### src/rtl/cwe_pkg.sv
package cwe_pkg;

    // Binomial coefficient C(n, r); zero when r exceeds n.
    function automatic longint unsigned binom(input int unsigned n, input int unsigned r);
        longint unsigned acc;
        acc = 1;
        if (r > n) return 0;
        for (int unsigned i = 0; i < r; i++) begin
            acc = acc * longint'(n - i) / longint'(i + 1);
        end
        return acc;
    endfunction

    // Key width: floor(log2(C(2n, n))).
    function automatic int unsigned key_bits(input int unsigned n);
        longint unsigned total;
        int unsigned     w;
        total = binom(2 * n, n);
        w     = 0;
        for (int unsigned i = 1; i < 62; i++) begin
            if ((longint'(1) << i) <= total) w = i;
        end
        return w;
    endfunction

endpackage

### src/rtl/cwe_coef_rom.sv
module cwe_coef_rom #(
    parameter int N   = 4,
    parameter int CW  = 2 * N,
    parameter int CFW = 7,
    parameter int SW  = 3
) (
    input  logic [SW-1:0]           row_i,
    output logic [CW-1:0][CFW-1:0]  coef_o
);
    logic [N-1:0][CW-1:0][CFW-1:0] tbl;

    for (genvar r = 1; r <= N; r++) begin : g_row
        for (genvar c = 0; c < CW; c++) begin : g_col
            assign tbl[r-1][c] = CFW'(cwe_pkg::binom(c, r));
        end
    end

    always_comb begin
        coef_o = '0;
        for (int r = 1; r <= N; r++) begin
            if (row_i == SW'(r)) coef_o = tbl[r-1];
        end
    end
endmodule

### src/rtl/cwe_pos_search.sv
module cwe_pos_search #(
    parameter int CW  = 8,
    parameter int KW  = 6,
    parameter int CFW = KW + 1,
    parameter int PW  = $clog2(CW)
) (
    input  logic [KW-1:0]          rem_i,
    input  logic [CW-1:0][CFW-1:0] coef_i,
    output logic [PW-1:0]          pos_o,
    output logic [KW-1:0]          sub_o
);
    // Last match in ascending order wins: highest position fitting the remainder.
    always_comb begin
        pos_o = '0;
        sub_o = '0;
        for (int c = 0; c < CW; c++) begin
            if (coef_i[c] <= {1'b0, rem_i}) begin
                pos_o = PW'(c);
                sub_o = coef_i[c][KW-1:0];
            end
        end
    end
endmodule

### src/rtl/cwe_encoder.sv
module cwe_encoder #(
    parameter int N = 4,
    localparam int CW  = 2 * N,
    localparam int KW  = cwe_pkg::key_bits(N),
    localparam int CFW = KW + 1,
    localparam int SW  = $clog2(N + 1),
    localparam int PW  = (CW > 2) ? $clog2(CW) : 1
) (
    input  logic          clk,
    input  logic          rst,
    input  logic          start_i,
    input  logic [KW-1:0] key_i,
    output logic          done_o,
    output logic [CW-1:0] code_o
);
    typedef struct packed {
        logic          busy;
        logic          done;
        logic [SW-1:0] weight;
        logic [KW-1:0] rem;
        logic [CW-1:0] part;
        logic [CW-1:0] word;
    } enc_st_t;

    enc_st_t st_d, st_q;

    logic [CW-1:0][CFW-1:0] coef;
    logic [PW-1:0]          pos;
    logic [KW-1:0]          sub;
    logic [CW-1:0]          pick;
    logic                   busy_w;
    logic [CW-1:0]          part_w;

    cwe_coef_rom #(.N(N), .CW(CW), .CFW(CFW), .SW(SW)) u_rom (
        .row_i  (st_q.weight),
        .coef_o (coef)
    );

    cwe_pos_search #(.CW(CW), .KW(KW), .CFW(CFW), .PW(PW)) u_search (
        .rem_i  (st_q.rem),
        .coef_i (coef),
        .pos_o  (pos),
        .sub_o  (sub)
    );

    assign pick = CW'(1) << pos;

    always_comb begin
        st_d      = st_q;
        st_d.done = 1'b0;
        if (!st_q.busy) begin
            if (start_i) begin
                st_d.busy   = 1'b1;
                st_d.weight = SW'(N);
                st_d.rem    = key_i;
                st_d.part   = '0;
            end
        end else begin
            st_d.part = st_q.part | pick;
            st_d.rem  = st_q.rem - sub;
            if (st_q.weight == SW'(1)) begin
                st_d.busy   = 1'b0;
                st_d.done   = 1'b1;
                st_d.weight = '0;
                st_d.word   = st_q.part | pick;
            end else begin
                st_d.weight = st_q.weight - SW'(1);
            end
        end
    end

    always_ff @(posedge clk) begin
        if (rst) st_q <= '0;
        else     st_q <= st_d;
    end

    assign done_o = st_q.done;
    assign code_o = st_q.word;
    assign busy_w = st_q.busy;
    assign part_w = st_q.part;
endmodule

### config.mk
export PLATFORM = sky130hd
export DESIGN_NAME = cwe_encoder
export DESIGN_NICKNAME = d
export VERILOG_FILES = /design/src/rtl/cwe_pkg.sv /design/src/rtl/cwe_coef_rom.sv /design/src/rtl/cwe_pos_search.sv /design/src/rtl/cwe_encoder.sv
export SDC_FILE = /design/constraint.sdc
export NUM_CORES = 1
export LEC_CHECK = 0
export ABC_AREA = 1
export BUFFER_PORTS_ARGS = -buffer_cell sky130_fd_sc_hd__buf_2
export CAP_MARGIN = 20
export CORE_MARGIN = 2
export CORE_UTILIZATION = 60
export CTS_CLUSTER_DIAMETER = 30
export DETAILED_ROUTE_END_ITERATION = 10
export GPL_TIMING_DRIVEN = 0
export PLACE_DENSITY = 0.8
export RECOVER_POWER = 50
export SLEW_MARGIN = 10
export SYNTH_ARGS = -nofsm -noshare
export SYNTH_HDL_FRONTEND = slang
export SYNTH_SLANG_ARGS = --single-unit
### constraint.sdc
create_clock -name clk -period 7.15 [get_ports clk]
set_input_delay 0.3575 -clock clk [delete_from_list [all_inputs] [get_ports clk]]
set_output_delay 0.3575 -clock clk [all_outputs]
set_load 0.03 [all_outputs]
==> flow_summary.toml, run 1 <==
[outcome]
outcome = "finished, final reports clean"

[drt]
vias = 2154
dr.pass1.iters = 4
viasPerCell = 5.28
drc = 0
antenna_left = 0
avgRoutedWirePerCell_um = 12.0
wl_mm = 4.90
drt-initial-drc-count = 140

[run]
max_cap_violations = 0

[synthesis]
synth.most_common_cell = "nand2_1"
syn_inst = 340
synthTopCellsByArea = "dfxtp_1, ha_1, nand2_1, inv_1, o21ai_0"
synthSimpleGateAreaFrac_pct = 28.0
ys_types = 34
synth_top_area_share_pct = 23.4
ys_seq_elements = 27
synth_edf_count = 0
synthXorXnorAreaFrac_pct = 0
synth_top_family_by_area = "simple AND/OR/NAND/NOR gates"
synth_compound_area_share_pct = 17.9
synth_seq_area_share_pct = 23.4
synth-async-reset-ratio_pct = 0
synth_area_per_cell_um2 = 6.80
ys.warnings.count = 0
synthMuxAreaShare_pct = 0
synth_adder_area_share_pct = 17.6
synth_top_cells_by_count = "nand2_1, inv_1, ha_1"
netlist_area_um2 = 2310
ys.flop_type = "dfxtp_1"
synth_top_area_cell = "dfxtp_1"
syn-num-nets = 381

[timing]
clock-skew-final_ns = 0.00910
relSlewSlack_pct = 53.2
tightest_slew_ns = 0.702
final_max_slew_viol_count = 0
finalHoldViolations = 0
max_freq_mhz = 211
finalCritPeriodShare_pct = 66.2
rsz0062_at_grt = "no"
post-route-min-period_ns = 4.73
setup_violations = 0
tns_ns = 0

[power_and_ir_drop]
ir_worst_vdd_mv = 0.264
p_per_area_nw_per_um2 = 383
p_leak_nw = 1.22

[setup_path]
crit_arrival_ns = 4.94
max_stage_delay_ns = 0.55
path_max_fanout = 9
crit_family = "simple AND/OR/NAND/NOR gates"
required_ns = 7.36
critPathKind = "register to register"
path_buf_inv = 7
crit_slowest_cell = "a21oi_1"
worst_setup_path_end_kind = "register"
cpMostUsedCell = "inv_1"
crit_path_start_kind = "register"

[floorplanning]
core.rowCount = 22
coreArea_um2 = 3690
fp.dieArea_um2 = 4370
ios = 18
die_h_um = 66.1
die_w_um = 66.1
initial_core_util_pct = 62.7

[global_routing]
grt_pass1_wl_mm = 8.48
grt_overflow = 0
first_global_vias = 1951
grt_usage_pct = 24.7
antenna_found_initial = 0
grt_max_degree = 17

[finish]
num-fill-cells = 359
fin_util_pct = 66.8
layout-area-overhead-vs-synth_pct = 6.44
finalNetCount = 402
fin_area_um2 = 2460
instances_no_fill = 408
drive_above_1_share_pct = 13.9
n_antenna_cell = 0

[cts]
cts_hold_buf = 0
clkLatencyLatePin_ns = 0.28
post_cts_buffers = 0
cts_resized = 0
cts_tree = "built"
cts_max_path_buffers = 2
cts_sinks = 27
htree_num_levels = 1
clk_pin_slew_ns = 0.09
cts_made_buffers = 3
cts_root_buf = "clkbuf_8"

[placement]
gp_routability_congestion = 0.923
placed_area_um2 = 2450
portBuffers = 16
place_hpwl_mm = 3.93
dp.cells = 404

[hold_path]
hold_class = "input pin to register"
through the flow:
stage | total power [W] | worst slack, ns | hold slack, ns
2_1_floorplan | 0.000733 | 3.60 | 0.427
3_3_place_gp | 0.000840 | 3.14 | 0.440
3_5_place_dp | 0.000862 | 3.05 | 0.444
4_1_cts | 0.000952 | 3.01 | 0.350
5_1_grt | 0.00105 | 1.91 | 0.365
6_report | 0.000942 | 2.42 | 0.351
routing by layer:
metal,share of wire (%),GRT usage [%],vias up
met2,46,42.5,44
met4,0.65,5.87,0
met1,48,32.5,971
li1,-,-,1135
met5,0,0,-
met3,4.9,3.24,4
registers in the layout, indices dropped and copies added, names as in the netlist:
signal,flops
done_o,1
st_q,9
part_w,8
code_o,8
busy_w,1
final timing paths:
kind	start	slack [ns]	cells after the start	endpoint
setup / recovery	st_q[22]$_SDFFE_PP0P_	2.42	29	st_q[21]$_SDFFE_PP0P_
hold / removal	key_i[3]	0.35	3	st_q[19]$_SDFFE_PP0P_
setup reg to reg	st_q[22]$_SDFFE_PP0P_	2.42	29	st_q[21]$_SDFFE_PP0P_
hold reg to reg	code_o[3]$_SDFFE_PP0P_	0.46	2	code_o[3]$_SDFFE_PP0P_
area by class of cell:
class                           instances  area [um2]  area share, %
Buffer                                 10        67.6           2.74
Clock buffer                            3        41.3           1.68
Clock inverter                          1        7.51          0.305
Inverter                               63         236           9.60
Multi-Input combinational cell        240        1440           58.5
Sequential cell                        27         541           22.0
Tap cell                               48        60.1           2.44
Timing Repair Buffer                   16        68.8           2.79
cell usage in the layout, fill, tap and decap left out, drive strengths merged:
cell type | Yosys | final
a31oi | 6 | 6
o31ai | 1 | 1
buf | 8 | 15
o21bai | 1 | 1
and3 | 1 | 1
clkinvlp | 0 | 1
o211ai | 3 | 3
o21a | 1 | 1
ha | 31 | 31
clkbuf | 2 | 14
dfxtp | 27 | 27
nand4 | 3 | 3
nand2 | 82 | 82
nor3 | 1 | 1
a21oi | 24 | 24
nand3 | 16 | 16
nor2 | 29 | 29
fa | 1 | 1
a211oi | 1 | 1
o21ai | 32 | 32
o221ai | 2 | 2
or2 | 4 | 4
nand3b | 1 | 1
inv | 63 | 63
where the power goes:
| group | total (W) | internal [W] | switching (W) | leakage [nW] |
|---|---|---|---|---|
| Combinational | 0.000661 | 0.000236 | 0.000424 | 0.980 |
| Sequential | 0.000194 | 0.000169 | 0.0000243 | 0.220 |
| Clock | 0.0000877 | 0.0000396 | 0.0000481 | 0.0217 |
cells by family (layout without fill, tap and decap cells):
group / count (synthesis) / count (layout)
AO/OA/AOI/OAI: 71 / 71
adder cells (fa/ha/maj): 32 / 32
buffers and inverters: 73 / 93
flip-flops: 27 / 27
AND/OR/NAND/NOR: 137 / 137
worst min-delay path, delay by kind of cell:
| kind | cells | cell delay [ns] |
|---|---|---|
| AOI/OAI and AO/OA | 1 | 0.07 |
| buffers and inverters | 1 | 0.09 |
| and+or+nand+nor | 1 | 0.05 |
No activity file was read; power rests on OpenSTA's default activity.
==> run 2, diff against run 1 <==
==> constraint.sdc (replaced) <==
create_clock -name clk -period 4.9 [get_ports clk]
set_input_delay 0.245 -clock clk [delete_from_list [all_inputs] [get_ports clk]]
set_output_delay 0.245 -clock clk [all_outputs]
set_load 0.03 [all_outputs]
==> flow_summary.toml, run 2 (synthesis results as in run 1) <==
[finish]
drive_above_1_share_pct = 14.4
top_register = "st_q"
n_antenna_cell = 0
num-fill-cells = 356
layout_common_cells = "nand2_1, inv_1, ha_1"
fin_area_um2 = 2480
layout_commonest_cell = "nand2_1"
finalNetCount = 402
largest_reg_flops = 9
layout-area-overhead-vs-synth_pct = 7.03

[drt]
drt-initial-drc-count = 154
drc = 0
dr.pass1.iters = 4
route.met3.wl_um = 238
top_layer = "met4"
vias = 2138
viasPerCell = 5.24
drt-met1-wl_mm = 2.36
avgRoutedWirePerCell_um = 12.0
route.met2.wl_mm = 2.26
antenna_left = 0
wl_mm = 4.89

[setup_path]
cpMostUsedCell = "inv_1"
r2r_cells = 26
crit_slowest_cell = "dfxtp_1"
required_ns = 5.05
critPathKind = "register to register"
crit_path_start_kind = "register"
rr_startpoint = "st_q[22]$_SDFFE_PP0P_"
rr_endpoint = "st_q[20]$_SDFFE_PP0P_"
crit_arrival_ns = 4.42
worst_setup_path_end_kind = "register"
path_max_fanout = 9
r2r_slack_ns = 0.64
max_stage_delay_ns = 0.43

[global_routing]
grt_pass1_wl_mm = 8.48
grt_overflow = 0
grt_usage_pct = 24.7
grt_max_degree = 17
antenna_found_initial = 0
first_global_vias = 1951

[power_and_ir_drop]
total_power_w = 0.00139
p_per_area_nw_per_um2 = 560
ir_worst_vdd_mv = 0.389
p_leak_nw = 1.22

[hold_path]
holdPathEnd = "st_q[19]$_SDFFE_PP0P_"
hold_class = "input pin to register"
holdPathStages = 3
hp-start = "key_i[3]"

[cts]
cts_root_buf = "clkbuf_8"
post_cts_buffers = 0
cts_max_path_buffers = 2
cts_made_buffers = 3
htree_num_levels = 1
cts_sinks = 27
clk_pin_slew_ns = 0.09
cts_tree = "built"
cts_resized = 0
clkLatencyLatePin_ns = 0.28
cts_hold_buf = 0

[run]
max_cap_violations = 0

[timing]
final_max_slew_viol_count = 0
rsz0062_at_grt = "no"
finalCritPeriodShare_pct = 87.0
clock-skew-final_ns = 0.00852
finalHoldViolations = 0
max_freq_mhz = 235
setup_slack_ns = 0.638
post-route-min-period_ns = 4.26
tns_ns = 0
relSlewSlack_pct = 68.5
setup_violations = 0
tightest_slew_ns = 0.471

[floorplanning]
die_w_um = 66.1
initial_core_util_pct = 62.7
fp.dieArea_um2 = 4370
die_h_um = 66.1
ios = 18
coreArea_um2 = 3690
core.rowCount = 22

[placement]
placed_area_um2 = 2450
place_hpwl_mm = 3.93
gp_routability_congestion = 0.923
portBuffers = 16
pre_cts_ws_ns = 0.798

[outcome]
outcome = "finished, final reports clean"
run 2: cell counts in the layout (fill, tap and decap cells not counted):
Identical to the previous run, type by type.
run 2: metrics by stage:
step	instances	util, %	hold WS (ns)
5_1_grt	408	67.1	0.252
4_1_cts	408	67.8	0.238
3_5_place_dp	404	66.5	0.444
2_1_floorplan	340	-	0.413
6_report	408	67.1	0.238
3_3_place_gp	404	66.5	0.440
run 2: report_power, final:
| group | internal, W | leakage [nW] | switching, W |
|---|---|---|---|
| Clock | 0.0000577 | 0.0217 | 0.0000700 |
| Sequential | 0.000247 | 0.220 | 0.0000355 |
| Combinational | 0.000352 | 0.983 | 0.000625 |
| Total | 0.000657 | 1.22 | 0.000731 |
run 2: cell type report:
cell class / instances / area [um2] / share of cell area, %
multi-input cells: 240 / 1450 / 58.7
flip-flops and latches: 27 / 541 / 21.8
inverters: 63 / 236 / 9.55
repair buffers: 16 / 68.8 / 2.78
plain buffers: 10 / 67.6 / 2.73
well taps: 48 / 60.1 / 2.43
clock buffers: 3 / 41.3 / 1.67
clock inverters: 1 / 7.51 / 0.303
run 2: how the worst max path moves through the flow:
stage | cells after the start | end | from
2_1_floorplan | 26 | st_q[20]$_SDFFE_PP0P_ | st_q[22]$_SDFFE_PP0P_
3_3_place_gp | 27 | st_q[21]$_SDFFE_PP0P_ | st_q[22]$_SDFFE_PP0P_
3_5_place_dp | 27 | st_q[21]$_SDFFE_PP0P_ | st_q[22]$_SDFFE_PP0P_
4_1_cts | 27 | st_q[21]$_SDFFE_PP0P_ | st_q[22]$_SDFFE_PP0P_
5_1_grt | 29 | st_q[21]$_SDFFE_PP0P_ | st_q[22]$_SDFFE_PP0P_
6_report | 26 | st_q[20]$_SDFFE_PP0P_ | st_q[22]$_SDFFE_PP0P_
run 2: per-layer routing:
| metal | vias up | track usage (%) |
|---|---|---|
| li1 | 1131 | - |
| met1 | 955 | 32.5 |
| met2 | 48 | 42.5 |
| met3 | 4 | 3.24 |
| met4 | 0 | 5.87 |
| met5 | - | 0 |
run 2: critical path: cells and delay by family, from the launching register on:
kind / cells / cell delay [ns]
AND/OR/NAND/NOR: 8 / 1.11
adder cells (fa/ha/maj): 4 / 1.09
AO/OA/AOI/OAI: 7 / 0.79
buffers and inverters: 7 / 0.74
flip-flops: 1 / 0.43
